[src/rtl/flash_page_ext.sv]
module flash_page_ext #(
  parameter int CPU_AW     = 14,
  parameter int FLASH_AW   = 19,
  parameter int DW         = 16,
  parameter int IO_AW      = 8,
  parameter logic [7:0] PAGE_ADDR = 8'h10,
  parameter logic [7:0] CTRL_ADDR = 8'h11,
  parameter int RST_CYCLES = 16
) (
  input  logic                clk,
  input  logic                rst_n,
  input  logic [CPU_AW-1:0]   cpu_addr,
  input  logic [DW-1:0]       cpu_wdata,
  input  logic                cpu_we_n,
  input  logic                cpu_re_n,
  input  logic                mem_cs_n,
  input  logic                io_cs_n,
  output logic [DW-1:0]       io_rdata,
  output logic                io_rd_en,
  output logic [FLASH_AW-1:0] flash_addr,
  output logic                flash_oe_n,
  output logic                flash_we_n,
  output logic                flash_byte_n,
  output logic                flash_rst_n
);
  localparam int LOW_W = CPU_AW - 1;
  localparam int PW    = FLASH_AW - LOW_W;
  localparam int CW    = $clog2(RST_CYCLES + 1);

  logic [PW-1:0] page_q;
  logic [1:0]    ctrl_q;
  logic          we_q;
  logic [CW-1:0] cnt_q;

  wire hit_page = (cpu_addr[IO_AW-1:0] == PAGE_ADDR[IO_AW-1:0]);
  wire hit_ctrl = (cpu_addr[IO_AW-1:0] == CTRL_ADDR[IO_AW-1:0]);
  wire wr_rise  = cpu_we_n && !we_q && !io_cs_n;
  wire rd_cyc   = !io_cs_n && !cpu_re_n;
  wire por_done = (cnt_q == CW'(RST_CYCLES));

  always_ff @(posedge clk or negedge rst_n) begin
    if (!rst_n) begin
      we_q   <= 1'b1;
      page_q <= '0;
      ctrl_q <= 2'b01;
      cnt_q  <= '0;
    end else begin
      we_q <= cpu_we_n;
      if (wr_rise && hit_page) page_q <= cpu_wdata[PW-1:0];
      if (wr_rise && hit_ctrl) ctrl_q <= cpu_wdata[1:0];
      if (!por_done) cnt_q <= cnt_q + 1'b1;
    end
  end

  assign flash_addr   = {page_q, cpu_addr[CPU_AW-1:1]};
  assign flash_oe_n   = cpu_re_n | mem_cs_n;
  assign flash_we_n   = cpu_we_n | mem_cs_n;
  assign flash_byte_n = ctrl_q[0];
  assign flash_rst_n  = por_done && !ctrl_q[1];
  assign io_rd_en     = rd_cyc && (hit_page || hit_ctrl);

  always_comb begin
    io_rdata = '0;
    if (rd_cyc && hit_page) io_rdata[PW-1:0] = page_q;
    else if (rd_cyc && hit_ctrl) io_rdata[1:0] = ctrl_q;
  end

  // a decoded write strobe edge loads the page lines
  p_page_load_r3: assert property (@(posedge clk) disable iff (!rst_n)
    (cpu_we_n && !we_q && !io_cs_n && hit_page)
      |=> flash_addr[FLASH_AW-1:LOW_W] == $past(cpu_wdata[PW-1:0]));

  // without a decoded strobe edge the page lines hold
  p_page_hold_r4: assert property (@(posedge clk) disable iff (!rst_n)
    !(cpu_we_n && !we_q && !io_cs_n && hit_page)
      |=> $stable(flash_addr[FLASH_AW-1:LOW_W]));

  // read data upper bits are always clear
  p_rd_upper_r5: assert property (@(posedge clk) disable iff (!rst_n)
    io_rdata[DW-1:PW] == '0);

  // flash reset stays asserted until the power-up count ends
  p_por_hold_r8: assert property (@(posedge clk) disable iff (!rst_n)
    (cnt_q < CW'(RST_CYCLES)) |-> !flash_rst_n);

  // strobes never reach the flash without memory select
  p_strobe_gate_r9: assert property (@(posedge clk) disable iff (!rst_n)
    mem_cs_n |-> (flash_oe_n && flash_we_n));
endmodule

[config.mk]
export PLATFORM = sky130hd
export DESIGN_NAME = flash_page_ext
export DESIGN_NICKNAME = d
export VERILOG_FILES = /design/src/rtl/flash_page_ext.sv
export SDC_FILE = /design/constraint.sdc
export NUM_CORES = 1
export LEC_CHECK = 0
export BUFFER_PORTS_ARGS = -buffer_cell sky130_fd_sc_hd__buf_2
export CAP_MARGIN = 0
export CORE_ASPECT_RATIO = 1.25
export CORE_UTILIZATION = 38
export CTS_BUF_LIST = sky130_fd_sc_hd__clkbuf_16
export CTS_CLUSTER_SIZE = 16
export DETAILED_ROUTE_END_ITERATION = 16
export PLACE_DENSITY = 0.79
export SYNTH_ARGS = -nofsm -noshare
export SYNTH_HDL_FRONTEND = slang
export SYNTH_SLANG_ARGS = --single-unit
export TNS_END_PERCENT = 30
[constraint.sdc]
create_clock -name clk -period 2.5 [get_ports clk]
set_input_delay 0.5 -clock clk [delete_from_list [all_inputs] [get_ports clk]]
set_output_delay 0.5 -clock clk [all_outputs]
set_load 0.01 [all_outputs]
Word level (Yosys, flattened, before mapping)
Index checks and enable logic that the tools add are counted.
Storage, ports and cells
  flip-flop bits (word level): 14
  input bits: 36
  word-level logic and storage cells: 27
Cells by class
  add/sub/neg operators: 1
  equal/unequal tests: 3
  muxes and demuxes: 3
  bitwise gates (word level): 2
  reductions and logical operators: 14
Operator list (number)
  $eq A8 B5 Y1 const B: 2
  $logic_and A1 B1 Y1: 9
  $add A5 B1 Y5 const B: 1
  $eq A5 B5 Y1 const B: 1
  $logic_not A1 Y1: 4
  $mux W2: 2
  $mux W4: 1
  $or A1 B1 Y1: 2
  $logic_or A1 B1 Y1: 1

Depth between registers and ports, before layout
  word-level depth: 5
  gate-level depth with buffers: 5

Least setup slack after synthesis
No wires, ideal clock.
  path type: input to output
  start point: in cpu_addr[5]
  end point: out io_rdata[2]
  arrival time: 1.919 ns
  setup slack: 0.081 ns
  stages on the path: 4
  cells stage by stage: or4b_4 > or2_1 > clkbuf_1 > nor4b_1
Between the ends
  word-level cells in the longest chain between the ends: 3
Ends and longest elaborated chain
  from (decl): line 12  | input logic [CPU_AW-1:0] cpu_addr,
  $eq A8 B5 Y1: line 35  | wire hit_page = (cpu_addr[IO_AW-1:0] == PAGE_ADDR[IO_AW-1:0]);
  $logic_and A1 B1 Y1: line 64  | if (rd_cyc && hit_page) io_rdata[PW-1:0] = page_q;
  $mux W4: line 64
  to (decl): line 18  | output logic [DW-1:0] io_rdata,
No other way between the ends.

Worst setup path in the final report
  start point: in cpu_addr[5]
  end point: out io_rdata[4]
Same word-level chain as after synthesis.

==> flow_metrics.env <==
export IMPL_use_met1=0.155
export IMPL_final_antenna_net_count=0
export IMPL_path_buf_inv=2
export IMPL_area_growth_pct=22.7
export IMPL_critPathTopFamily="simple AND/OR/NAND/NOR gates"
export IMPL_vias=650
export IMPL_peakVddDrop_mv=0.376
export IMPL_rows=19
export IMPL_final_common_cell="buf_2"
export IMPL_drive_above_1_share=0.595
export IMPL_skew_ps=0.294
export IMPL_routed_wl_um=1630
export IMPL_critPathMaxStageDelay_ps=520
export IMPL_drc=0
export IMPL_io_pins=76
export IMPL_fmax_ghz=0.419
export IMPL_numCtsBuffers=3
export IMPL_crit_chain="buf_2 -> or4b_4 -> or2_4 -> nor4b_1 -> buf_2"
export IMPL_clk_latency_ps=240
export IMPL_dr_first_iter_drc_count=0
export IMPL_dieArea_um2=2660
export IMPL_die_w_um=46.3
export IMPL_drtPass1Iterations=1
export IMPL_hp_class="in -> async"
export IMPL_crit_fanout=7
export IMPL_grt_max_degree=15
export IMPL_grt_pass1_vias=602
export IMPL_start_kind="input port"
export IMPL_grt_pass1_wl_um=2520
export IMPL_clk_pin_slew_ps=40
export IMPL_clock_sinks=14
export IMPL_via_per_inst=4.42
export IMPL_period_needed_ps=2390
export IMPL_hold_viol=0
export IMPL_crit_type="in -> out"
export IMPL_place_congestion=0.754
export IMPL_rsz0062_at_grt="false"
export IMPL_gr_max_usage_layer="met2"
export IMPL_cp_common_cell="buf_2"
export IMPL_fillers=210
export IMPL_cts_setup_buffers=0
export IMPL_wl_per_cell_um=11.1
export IMPL_synthCells=82
export IMPL_cts_buffer_depth=2
export IMPL_dpl_hpwl_um=1360
export IMPL_maxSlewViolCount=0
export IMPL_antenna_cells=0
export IMPL_netlist_area_um2=933
export IMPL_gr_usage_met2=0.216
export IMPL_synth_warnings=0
export IMPL_power_leakage_nw=0.602
export IMPL_ys_types=25
export IMPL_portBuffers=43
export IMPL_antenna_found_initial=0
export IMPL_use_met3=0.0380
export IMPL_placedCellCount=143
export IMPL_start_util=0.413
export IMPL_cts_root_buf="clkbuf_16"
export IMPL_post_route_period_util=0.956
export IMPL_layout_common_cells="buf_2 (43), dfrtp_1 (12), conb_1 (10), mux2_4 (8)"
export IMPL_fp_dieH_um=57.4
export IMPL_outcome="finished, final reports clean"
export IMPL_maxCapViolCount=0
export IMPL_track_usage=0.132
export IMPL_grt_overflow_total=0
export IMPL_stdcell_count=147
export IMPL_core_area_um2=2260
export IMPL_slowest_stage="or4b_4"
export IMPL_avgSynthCellArea_um2=11.4
export IMPL_ctsHtreeMaxLevel=1
export IMPL_cts_tree="done"
export IMPL_ys_ff_latch=14
export IMPL_setup_tns_final_ps=0
export IMPL_setup_viol=0
export IMPL_power_density_nw_per_um2=512
export IMPL_cp_required_ps=2000
export IMPL_yosysSeqAreaShare=0.378
export IMPL_rrSetupSlack_ps=970
export IMPL_final_nets=155
export IMPL_cp_end_kind="output port"
export IMPL_crit_arrival_ps=1890
[routing by layer]
metal	wire [um]	vias up
met5	0	-
met4	17	0
met3	145	2
met2	825	43
met1	642	293
li1	-	312
[report_power, final]
group | total, W | leakage [nW] | internal [W] | switching [W]
combinational | 0.0000572 | 0.381 | 0.0000248 | 0.0000324
sequential | 0.000233 | 0.183 | 0.000231 | 0.00000171
clock | 0.000296 | 0.0385 | 0.000211 | 0.0000856
total | 0.000586 | 0.602 | 0.000467 | 0.000120
[path summary, 6_finish.rpt]
| path | startpoint | to | cells past startpoint |
|---|---|---|---|
| setup / recovery | cpu_addr[5] | io_rdata[4] | 5 |
| hold / removal | rst_n | cnt_q[4]$_DFFE_PN0P_ | 1 |
| setup reg to reg | cnt_q[0]$_DFFE_PN0P_ | cnt_q[1]$_DFFE_PN0P_ | 5 |
| hold reg to reg | cnt_q[4]$_DFFE_PN0P_ | cnt_q[4]$_DFFE_PN0P_ | 1 |
| max in group asynchronous | rst_n | we_q$_DFF_PN1_ | 1 |
| min in group clk | cpu_we_n | we_q$_DFF_PN1_ | 1 |
[cell families (layout without fill, tap and decap cells)]
kind of cell / Yosys count / after routing / synth area share
XOR/XNOR: 4 / 4 / 0.0375
multiplexers: 11 / 11 / 0.162
flip-flops: 14 / 14 / 0.378
adder cells (fa/ha/maj): 2 / 2 / 0.0268
AND/OR/NAND/NOR: 21 / 21 / 0.172
buffers and inverters: 29 / 54 / 0.220
other: 1 / 10 / 0.00402
[per-stage QoR]
step                      area (um2)  utilization  setup WS, ps  hold slack [ps]  power [W]
after CTS                       1140        0.506          25.4              149   0.000597
after global routing            1140        0.507          19.3              170   0.000616
after floorplan                  967            -          81.3              204   0.000293
after global placement          1060        0.468          16.1              400   0.000292
after detailed placement        1060        0.468         -23.4              409   0.000294
final                           1140        0.507           111              142   0.000586
[timing repair]
item                                    CTS  global route
hold buffers                              0             0
resized for setup                         1             1
endpoints found under the setup margin    1             3
[Yosys cell counts (all sizes together)]
master	number	share of area
buf	23	0.18
clkbuf	3	0.023
clkinv	1	0.0040
conb	1	0.0040
dfrtp	12	0.32
dfstp	2	0.056
ha	2	0.027
inv	2	0.0080
mux2	9	0.14
mux2i	2	0.021
nand2	1	0.0040
nand2b	1	0.0067
nand3	2	0.011
nor2	2	0.0080
nor3	3	0.016
nor4	2	0.029
nor4b	4	0.038
or2	3	0.020
or4	2	0.024
or4b	1	0.015
xnor2	4	0.038
[area by class of cell]
| cell class | count | area [um2] | share of cell area |
|---|---|---|---|
| well taps | 31 | 38.8 | 0.0339 |
| clock buffers | 3 | 75.1 | 0.0656 |
| inverters | 3 | 11.3 | 0.00984 |
| multi-input cells | 48 | 418 | 0.365 |
| clock inverters | 1 | 3.75 | 0.00328 |
| repair buffers | 47 | 245 | 0.214 |
| flip-flops and latches | 14 | 353 | 0.308 |
[registers in the layout, indices dropped and copies added (netlist names)]
name,cells
page_q,6
cnt_q,5
ctrl_q,2
we_q,1
[worst reg2reg max path: cells and delay by family (launching register included)]
family / cells / cell delay [ps]
flip-flops: 1 / 410
AND/OR/NAND/NOR: 2 / 410
multiplexers: 1 / 380
adder cells (fa/ha/maj): 1 / 140
buffers and inverters: 1 / 80
No activity file was read; power rests on OpenSTA's default activity.
